File: src/rtl/fifo_bus_pkg.sv
package fifo_bus_pkg;

   typedef enum logic {
      DIR_RD = 1'b0,
      DIR_WR = 1'b1
   } xfer_dir_e;

   typedef struct packed {
      logic      active;
      logic      last;
      xfer_dir_e dir;
   } cyc_state_t;

endpackage

File: src/rtl/fifo_bus_seq.sv
module fifo_bus_seq
   import fifo_bus_pkg::*;
#(
   parameter int CYC_W           = 3,
   parameter bit BUSY_ACTIVE_LOW = 1'b0
) (
   input  logic             clk,
   input  logic             rst_n,
   input  logic             enable,
   input  logic             dir_sel,
   input  logic [CYC_W-1:0] cyc_len,
   input  logic             wr_valid,
   input  logic             rd_ready,
   input  logic             mem_busy,
   output logic             start,
   output logic             wr_ready,
   output cyc_state_t       cyc
);

   if (CYC_W < 1 || CYC_W > 6) begin : g_bad_cyc_w
      $error("fifo_bus_seq: CYC_W out of range");
   end

   logic busy_raw;
   if (BUSY_ACTIVE_LOW) begin : g_busy_low
      assign busy_raw = ~mem_busy;
   end else begin : g_busy_high
      assign busy_raw = mem_busy;
   end

   logic             busy_q;
   logic             active_q;
   logic [CYC_W-1:0] cnt_q;
   logic [CYC_W-1:0] len_q;
   xfer_dir_e        dir_q;
   xfer_dir_e        dir_in;
   logic             last;
   logic             boundary;
   logic             slot_open;
   logic             pending;

   assign dir_in    = xfer_dir_e'(dir_sel);
   assign last      = active_q && (cnt_q == len_q);
   assign boundary  = !active_q || last;
   assign slot_open = enable && boundary && !busy_q;
   assign pending   = (dir_in == DIR_WR) ? wr_valid : rd_ready;
   assign start     = slot_open && pending;
   assign wr_ready  = slot_open && (dir_in == DIR_WR);

   always_ff @(posedge clk or negedge rst_n) begin
      if (!rst_n) begin
         busy_q   <= 1'b1;
         active_q <= 1'b0;
         cnt_q    <= '0;
         len_q    <= '0;
         dir_q    <= DIR_RD;
      end else begin
         busy_q <= busy_raw;
         if (!enable) begin
            active_q <= 1'b0;
         end else if (boundary) begin
            active_q <= start;
            if (start) begin
               cnt_q <= '0;
               len_q <= cyc_len;
               dir_q <= dir_in;
            end
         end else begin
            cnt_q <= cnt_q + 1'b1;
         end
      end
   end

   assign cyc.active = active_q;
   assign cyc.last   = last;
   assign cyc.dir    = dir_q;

endmodule

File: src/rtl/fifo_bus_strobe.sv
module fifo_bus_strobe
   import fifo_bus_pkg::*;
(
   input  logic       clk,
   input  logic       rst_n,
   input  logic       start,
   input  cyc_state_t cyc,
   output logic       oe_n,
   output logic       we_n
);

   // Rising-edge token flips at every start; the falling-edge copy
   // catches up half a clock later and opens the strobe window.
   logic tok_r;
   logic tok_f;
   logic settled;

   always_ff @(posedge clk or negedge rst_n) begin
      if (!rst_n) tok_r <= 1'b0;
      else        tok_r <= tok_r ^ start;
   end

   always_ff @(negedge clk or negedge rst_n) begin
      if (!rst_n) tok_f <= 1'b0;
      else        tok_f <= tok_r;
   end

   assign settled = (tok_r == tok_f);
   assign oe_n    = !(cyc.active && settled && (cyc.dir == DIR_RD));
   assign we_n    = !(cyc.active && settled && (cyc.dir == DIR_WR));

endmodule

File: src/rtl/fifo_bus_dpath.sv
module fifo_bus_dpath
   import fifo_bus_pkg::*;
#(
   parameter int DATA_W = 8
) (
   input  logic              clk,
   input  logic              rst_n,
   input  logic              enable,
   input  logic              start,
   input  logic              dir_sel,
   input  logic [DATA_W-1:0] wr_data,
   input  logic [DATA_W-1:0] bus_in,
   input  cyc_state_t        cyc,
   output logic [DATA_W-1:0] bus_out,
   output logic              bus_oe,
   output logic              rd_valid,
   output logic [DATA_W-1:0] rd_data
);

   if (DATA_W < 1) begin : g_bad_data_w
      $error("fifo_bus_dpath: DATA_W must be positive");
   end

   logic [DATA_W-1:0] wbyte_q;
   logic              capture;

   assign capture = enable && cyc.last && (cyc.dir == DIR_RD);

   always_ff @(posedge clk or negedge rst_n) begin
      if (!rst_n) begin
         wbyte_q  <= '0;
         rd_data  <= '0;
         rd_valid <= 1'b0;
      end else begin
         if (start && dir_sel) wbyte_q <= wr_data;
         rd_valid <= capture;
         if (capture) rd_data <= bus_in;
      end
   end

   assign bus_out = wbyte_q;
   assign bus_oe  = cyc.active && (cyc.dir == DIR_WR);

endmodule

File: src/rtl/fifo_bus_master.sv
module fifo_bus_master
   import fifo_bus_pkg::*;
#(
   parameter int DATA_W          = 8,
   parameter int CYC_W           = 3,
   parameter bit BUSY_ACTIVE_LOW = 1'b0
) (
   input  logic              clk,
   input  logic              rst_n,
   input  logic              enable,
   input  logic              dir_sel,
   input  logic [CYC_W-1:0]  cyc_len,
   input  logic              wr_valid,
   input  logic [DATA_W-1:0] wr_data,
   output logic              wr_ready,
   input  logic              rd_ready,
   output logic              rd_valid,
   output logic [DATA_W-1:0] rd_data,
   input  logic              mem_busy,
   output logic              cs_n,
   output logic              oe_n,
   output logic              we_n,
   output logic              adv_n,
   output logic [DATA_W-1:0] bus_out,
   output logic              bus_oe,
   input  logic [DATA_W-1:0] bus_in
);

   cyc_state_t cyc;
   logic       start;

   fifo_bus_seq #(
      .CYC_W           (CYC_W),
      .BUSY_ACTIVE_LOW (BUSY_ACTIVE_LOW)
   ) u_seq (
      .clk      (clk),
      .rst_n    (rst_n),
      .enable   (enable),
      .dir_sel  (dir_sel),
      .cyc_len  (cyc_len),
      .wr_valid (wr_valid),
      .rd_ready (rd_ready),
      .mem_busy (mem_busy),
      .start    (start),
      .wr_ready (wr_ready),
      .cyc      (cyc)
   );

   fifo_bus_strobe u_strobe (
      .clk   (clk),
      .rst_n (rst_n),
      .start (start),
      .cyc   (cyc),
      .oe_n  (oe_n),
      .we_n  (we_n)
   );

   fifo_bus_dpath #(
      .DATA_W (DATA_W)
   ) u_dpath (
      .clk      (clk),
      .rst_n    (rst_n),
      .enable   (enable),
      .start    (start),
      .dir_sel  (dir_sel),
      .wr_data  (wr_data),
      .bus_in   (bus_in),
      .cyc      (cyc),
      .bus_out  (bus_out),
      .bus_oe   (bus_oe),
      .rd_valid (rd_valid),
      .rd_data  (rd_data)
   );

   assign cs_n  = !cyc.active;
   assign adv_n = !cyc.last;

endmodule

File: config.mk
export PLATFORM = sky130hd
export DESIGN_NAME = fifo_bus_master
export DESIGN_NICKNAME = d
export VERILOG_FILES = /design/src/rtl/fifo_bus_pkg.sv /design/src/rtl/fifo_bus_seq.sv /design/src/rtl/fifo_bus_strobe.sv /design/src/rtl/fifo_bus_dpath.sv /design/src/rtl/fifo_bus_master.sv
export SDC_FILE = /design/constraint.sdc
export NUM_CORES = 1
export LEC_CHECK = 0
export BUFFER_PORTS_ARGS = -buffer_cell sky130_fd_sc_hd__buf_2
export CAP_MARGIN = 20
export CORE_ASPECT_RATIO = 0.6
export CORE_MARGIN = 3
export CORE_UTILIZATION = 41
export CTS_CLUSTER_DIAMETER = 150
export DETAILED_ROUTE_END_ITERATION = 16
export PLACE_DENSITY = 0.72
export SLEW_MARGIN = 20
export SYNTH_ARGS = -nofsm -noshare
export SYNTH_HDL_FRONTEND = slang
export SYNTH_SLANG_ARGS = --single-unit
File: constraint.sdc
create_clock -name clk -period 1.72 [get_ports clk]
set_input_delay 0.086 -clock clk [delete_from_list [all_inputs] [get_ports clk]]
set_output_delay 0.086 -clock clk [all_outputs]
set_load 0.02 [all_outputs]
# ---- Yosys cells after proc, flatten, opt, wreduce, memory -nomap -nowiden
# Index checks and enable logic that the tools add are counted.
dict set report totals {
  output_inout_bits 23
  reg_bits 28
  elab_cells 42
}
dict set report classes {
  n_reduce_logical 20
  bitwise 2
  n_addsub 1
  eq_ne 4
  n_mux 5
}
# op n
set op_table {}
lappend op_table {{$logic_and A1 B1 Y1} 12}
lappend op_table {{$mux W3} 2}
lappend op_table {{$logic_not A1 Y1} 5}
lappend op_table {{$ne A2 B1 Y1 const B} 2}
lappend op_table {{$add A3 B1 Y3 const B} 1}
lappend op_table {{$eq A3 B3 Y1} 1}
lappend op_table {{$mux W1} 3}
lappend op_table {{$reduce_and A3 Y1} 1}
lappend op_table {{$reduce_and A2 Y1} 1}
lappend op_table {{$eq A1 B1 Y1} 1}
lappend op_table {{$logic_or A1 B1 Y1} 1}
lappend op_table {{$not A1 Y1} 1}
lappend op_table {{$xor A1 B1 Y1} 1}

# ---- Logic depth before layout (Yosys ltp)
dict set report depth {
  word_depth 8
  mapped_depth 5
  depth_no_buf 4
}

# ---- By module
# From an unflattened synthesis, not the netlist that was laid out.
dict set report unflattened {
  cells_unflattened 86
  hier_area_um2 1203.7
}
# module area_each_um2 n_inst seq_area_each_um2 cells_per_inst
set modules_own_cells {}
lappend modules_own_cells {fifo_bus_dpath 643.1 1 425.4 37}
lappend modules_own_cells {fifo_bus_seq 473.0 1 226.5 41}
lappend modules_own_cells {fifo_bus_strobe 80.1 1 50.0 6}
lappend modules_own_cells {fifo_bus_master 7.5 1 0.0 2}

==> results.ini <==
[clock_network]
cts_inserted_buffers = 3
htree_levels = 1
cts_num_sinks = 28
tritoncts = done
path_clk_slew_ns = 0.09
insertion_delay_ns = 0.28
cts_buffer_depth = 2
clockRootBuffer = clkbuf_8

[final_layout]
final_cell_mix = buf_2 (45), dfrtp_1 (26), mux2_2 (21)
final_common_cell = buf_2
antenna_cells = 0
final_core_util_pct = 63.4
fin_nets = 169
nFillCells = 193
multi_input_area_sq_um = 482
seq_area_sq_um = 702
drive_above_1_share_pct = 65.2
synthToLayoutAreaGrowth_pct = 41.8

[logic_synthesis]
ys_types = 24
yosys.area_share.xor_xnor_pct = 3.78
synth_seq_cells = 28
synth_fa_ha_area_share_pct = 1.08
synthSimpleGateAreaFrac_pct = 8.21
synth_top_family_by_area = multiplexers
yosysTopAreaCell = dfrtp_1
synth_warnings = 0
syn_nets = 105
synth.area.mux_share_pct = 21.3
synth_top_area_share_pct = 56.2
netlist_instances = 78
syn_area_sq_um = 1160
syn_area_per_cell_sq_um = 14.9
synth_compound_area_share_pct = 3.46
seq_area_frac_synth_pct = 60.6
yosys-top-cells-area = dfrtp_1 (56%), mux2_2 (20%), xnor2_1 (3.8%)

[global_route]
overflow = 0
grt_usage_pct = 14.1
grt_pass1_vias = 815
grt_antenna_before_repair = 0
grt_pass1_wl_mm = 3.60
grt_max_degree = 28

[power_and_ir_drop]
leakage_uw = 0.000823
power_uw = 2530
power_density_nw_per_um2 = 1540
ir_drop_mv = 0.803

[outcome]
violations = negative setup slack
outcome = finished with violations

[setup_path]
crit_path_start_kind = flop
reg2reg_from = u_seq.len_q[1]$_DFFE_PN0P_
cp_cell_sequence = xnor2_2 -> nand3b_1 -> buf_6
required_ns = 1.63
rr_endpoint = u_dpath.bus_out[0]$_DFFE_PN0P_
rrSetupSlack_ns = 0.08
critPathArrivalTime_ns = 1.96
crit_path_end_kind = output pin
cp_slowest_stage_delay_ns = 0.43
path_class = reg -> out
worst-path-max-fanout = 2
reg2regPathDepth = 4
cpMaxStageDelayCell = dfrtn_1

[routing]
drtIter0Drc = 34
routed_via_density = 4.86
totalWireLength_mm = 2.44
firstDrtPassIters = 4
routedWlPerCell_um = 14.1
vias = 840
drc = 0
ant_nets = 0

[placed_design]
globalplace.congestion = 0.844
portBuffers = 48
dpl.hpwl_mm = 1.87

[timing]
rsz0062_at_grt = yes
skew_ns = 0.0107
relSlewSlack_pct = 77.7
tightestPinTransition_ns = 0.334
fin_ws_ns = -0.331
final_hold_viol_count = 0
finalMaxSlewViolations = 0
finalSetupViolations = 2

[hold_path]
hold_path_depth = 2
min_from = wr_data[7]
min_path_type = in -> reg
min_to = u_dpath.bus_out[7]$_DFFE_PN0P_

[floorplan]
rows = 14
die_h_um = 47.2
dieArea_sq_um = 3520
io_pins = 49
coreArea_sq_um = 2590
die_w_um = 74.6
initial_core_util_pct = 44.7

[job]
maxCapViolations = 0

-- flip-flops by register name (all words and copies together) (netlist names) --
name / count
u_dpath.rd_valid: 1
u_seq.active_q: 1
u_dpath.bus_out: 8
u_seq.cnt_q: 3
u_dpath.rd_data: 8
u_strobe.tok_r: 1
u_seq.len_q: 3
u_seq.dir_q: 1
u_seq.busy_q: 1
u_strobe.tok_f: 1
-- logic make-up (layout without fill, tap and decap cells) --
group | count (synthesis) | count (layout)
xor gates and xnor gates | 5 | 5
AOI/OAI and AO/OA | 5 | 5
muxes | 22 | 22
adders and majority gates | 1 | 1
DFF | 28 | 28
buffers and inverters | 3 | 66
and+or+nand+nor | 14 | 14
-- through the flow --
stage / hold slack, ns / setup TNS (ns) / cell area (sq um) / worst slack [ns] / std cells
floorplan: -0.210 / 0 / 1160 / 0.0310 / 78
global placement: 0.151 / -0.00226 / 1520 / -0.00226 / 167
detailed placement: 0.155 / -0.00376 / 1520 / -0.00376 / 167
CTS: 0.0427 / -0.631 / 1610 / -0.334 / 173
global route: 0.0318 / -0.693 / 1640 / -0.358 / 173
finish: 0.0442 / -0.618 / 1640 / -0.331 / 173
-- per-layer routing --
layer	up-vias	track usage [%]	wire length, um
met5	-	0	0
met4	0	2.13	14
met3	2	7.48	270
met2	46	22.9	1070
met1	391	17.4	1090
li1	401	-	-
-- synthesized netlist by cell type, drive strengths merged --
master	instances
a21o	1
a22o	1
a31o	1
a31oi	1
and2	1
and3	1
and4	1
buf	1
dfrtn	1
dfrtp	26
dfstp	1
ha	1
inv	2
mux2	21
mux2i	1
nand2	4
nand3	1
nand3b	1
nand4	1
nor2	1
nor2b	2
nor3	1
o2bb2ai	1
xnor2	5
-- area by class of cell --
cell class	instances	area share (%)
repair buffers	60	22.3
inverters	2	0.457
clock buffers	4	2.74
multi-input cells	47	29.3
well taps	32	2.44
flip-flops and latches	28	42.7
-- how the worst max path moves through the flow --
stage	from	endpoint	slack [ns]
final	u_strobe.tok_f$_DFF_NN0_	oe_n	-0.33
after detailed placement	u_strobe.tok_f$_DFF_NN0_	oe_n	-0.004
after floorplan	u_seq.cnt_q[0]$_DFFE_PN0P_	u_dpath.bus_out[0]$_DFFE_PN0P_	0.03
after global routing	u_strobe.tok_f$_DFF_NN0_	oe_n	-0.36
after CTS	u_strobe.tok_f$_DFF_NN0_	oe_n	-0.33
after global placement	u_strobe.tok_f$_DFF_NN0_	oe_n	-0.002
-- critical path: cells and delay by family (launching register included) --
| family | cells | cell delay, ns |
|---|---|---|
| flip-flops | 1 | 0.43 |
| buffers and inverters | 1 | 0.15 |
| XOR/XNOR | 1 | 0.13 |
| AND/OR/NAND/NOR | 1 | 0.12 |
-- where the power goes --
| part | switching (uW) | internal (uW) |
|---|---|---|
| Sequential | 169 | 898 |
| Clock | 183 | 166 |
| Combinational | 547 | 569 |
-- repair_timing --
action / CTS / global route
hold buffers: 2 / 0
buffers inserted: 0 / 1
setup endpoints to repair: 3 / 22
pin swaps: 2 / 1
endpoints found under the hold margin: 27 / 0
resized for setup: 7 / 5
Power figures use the tool's default switching activity.
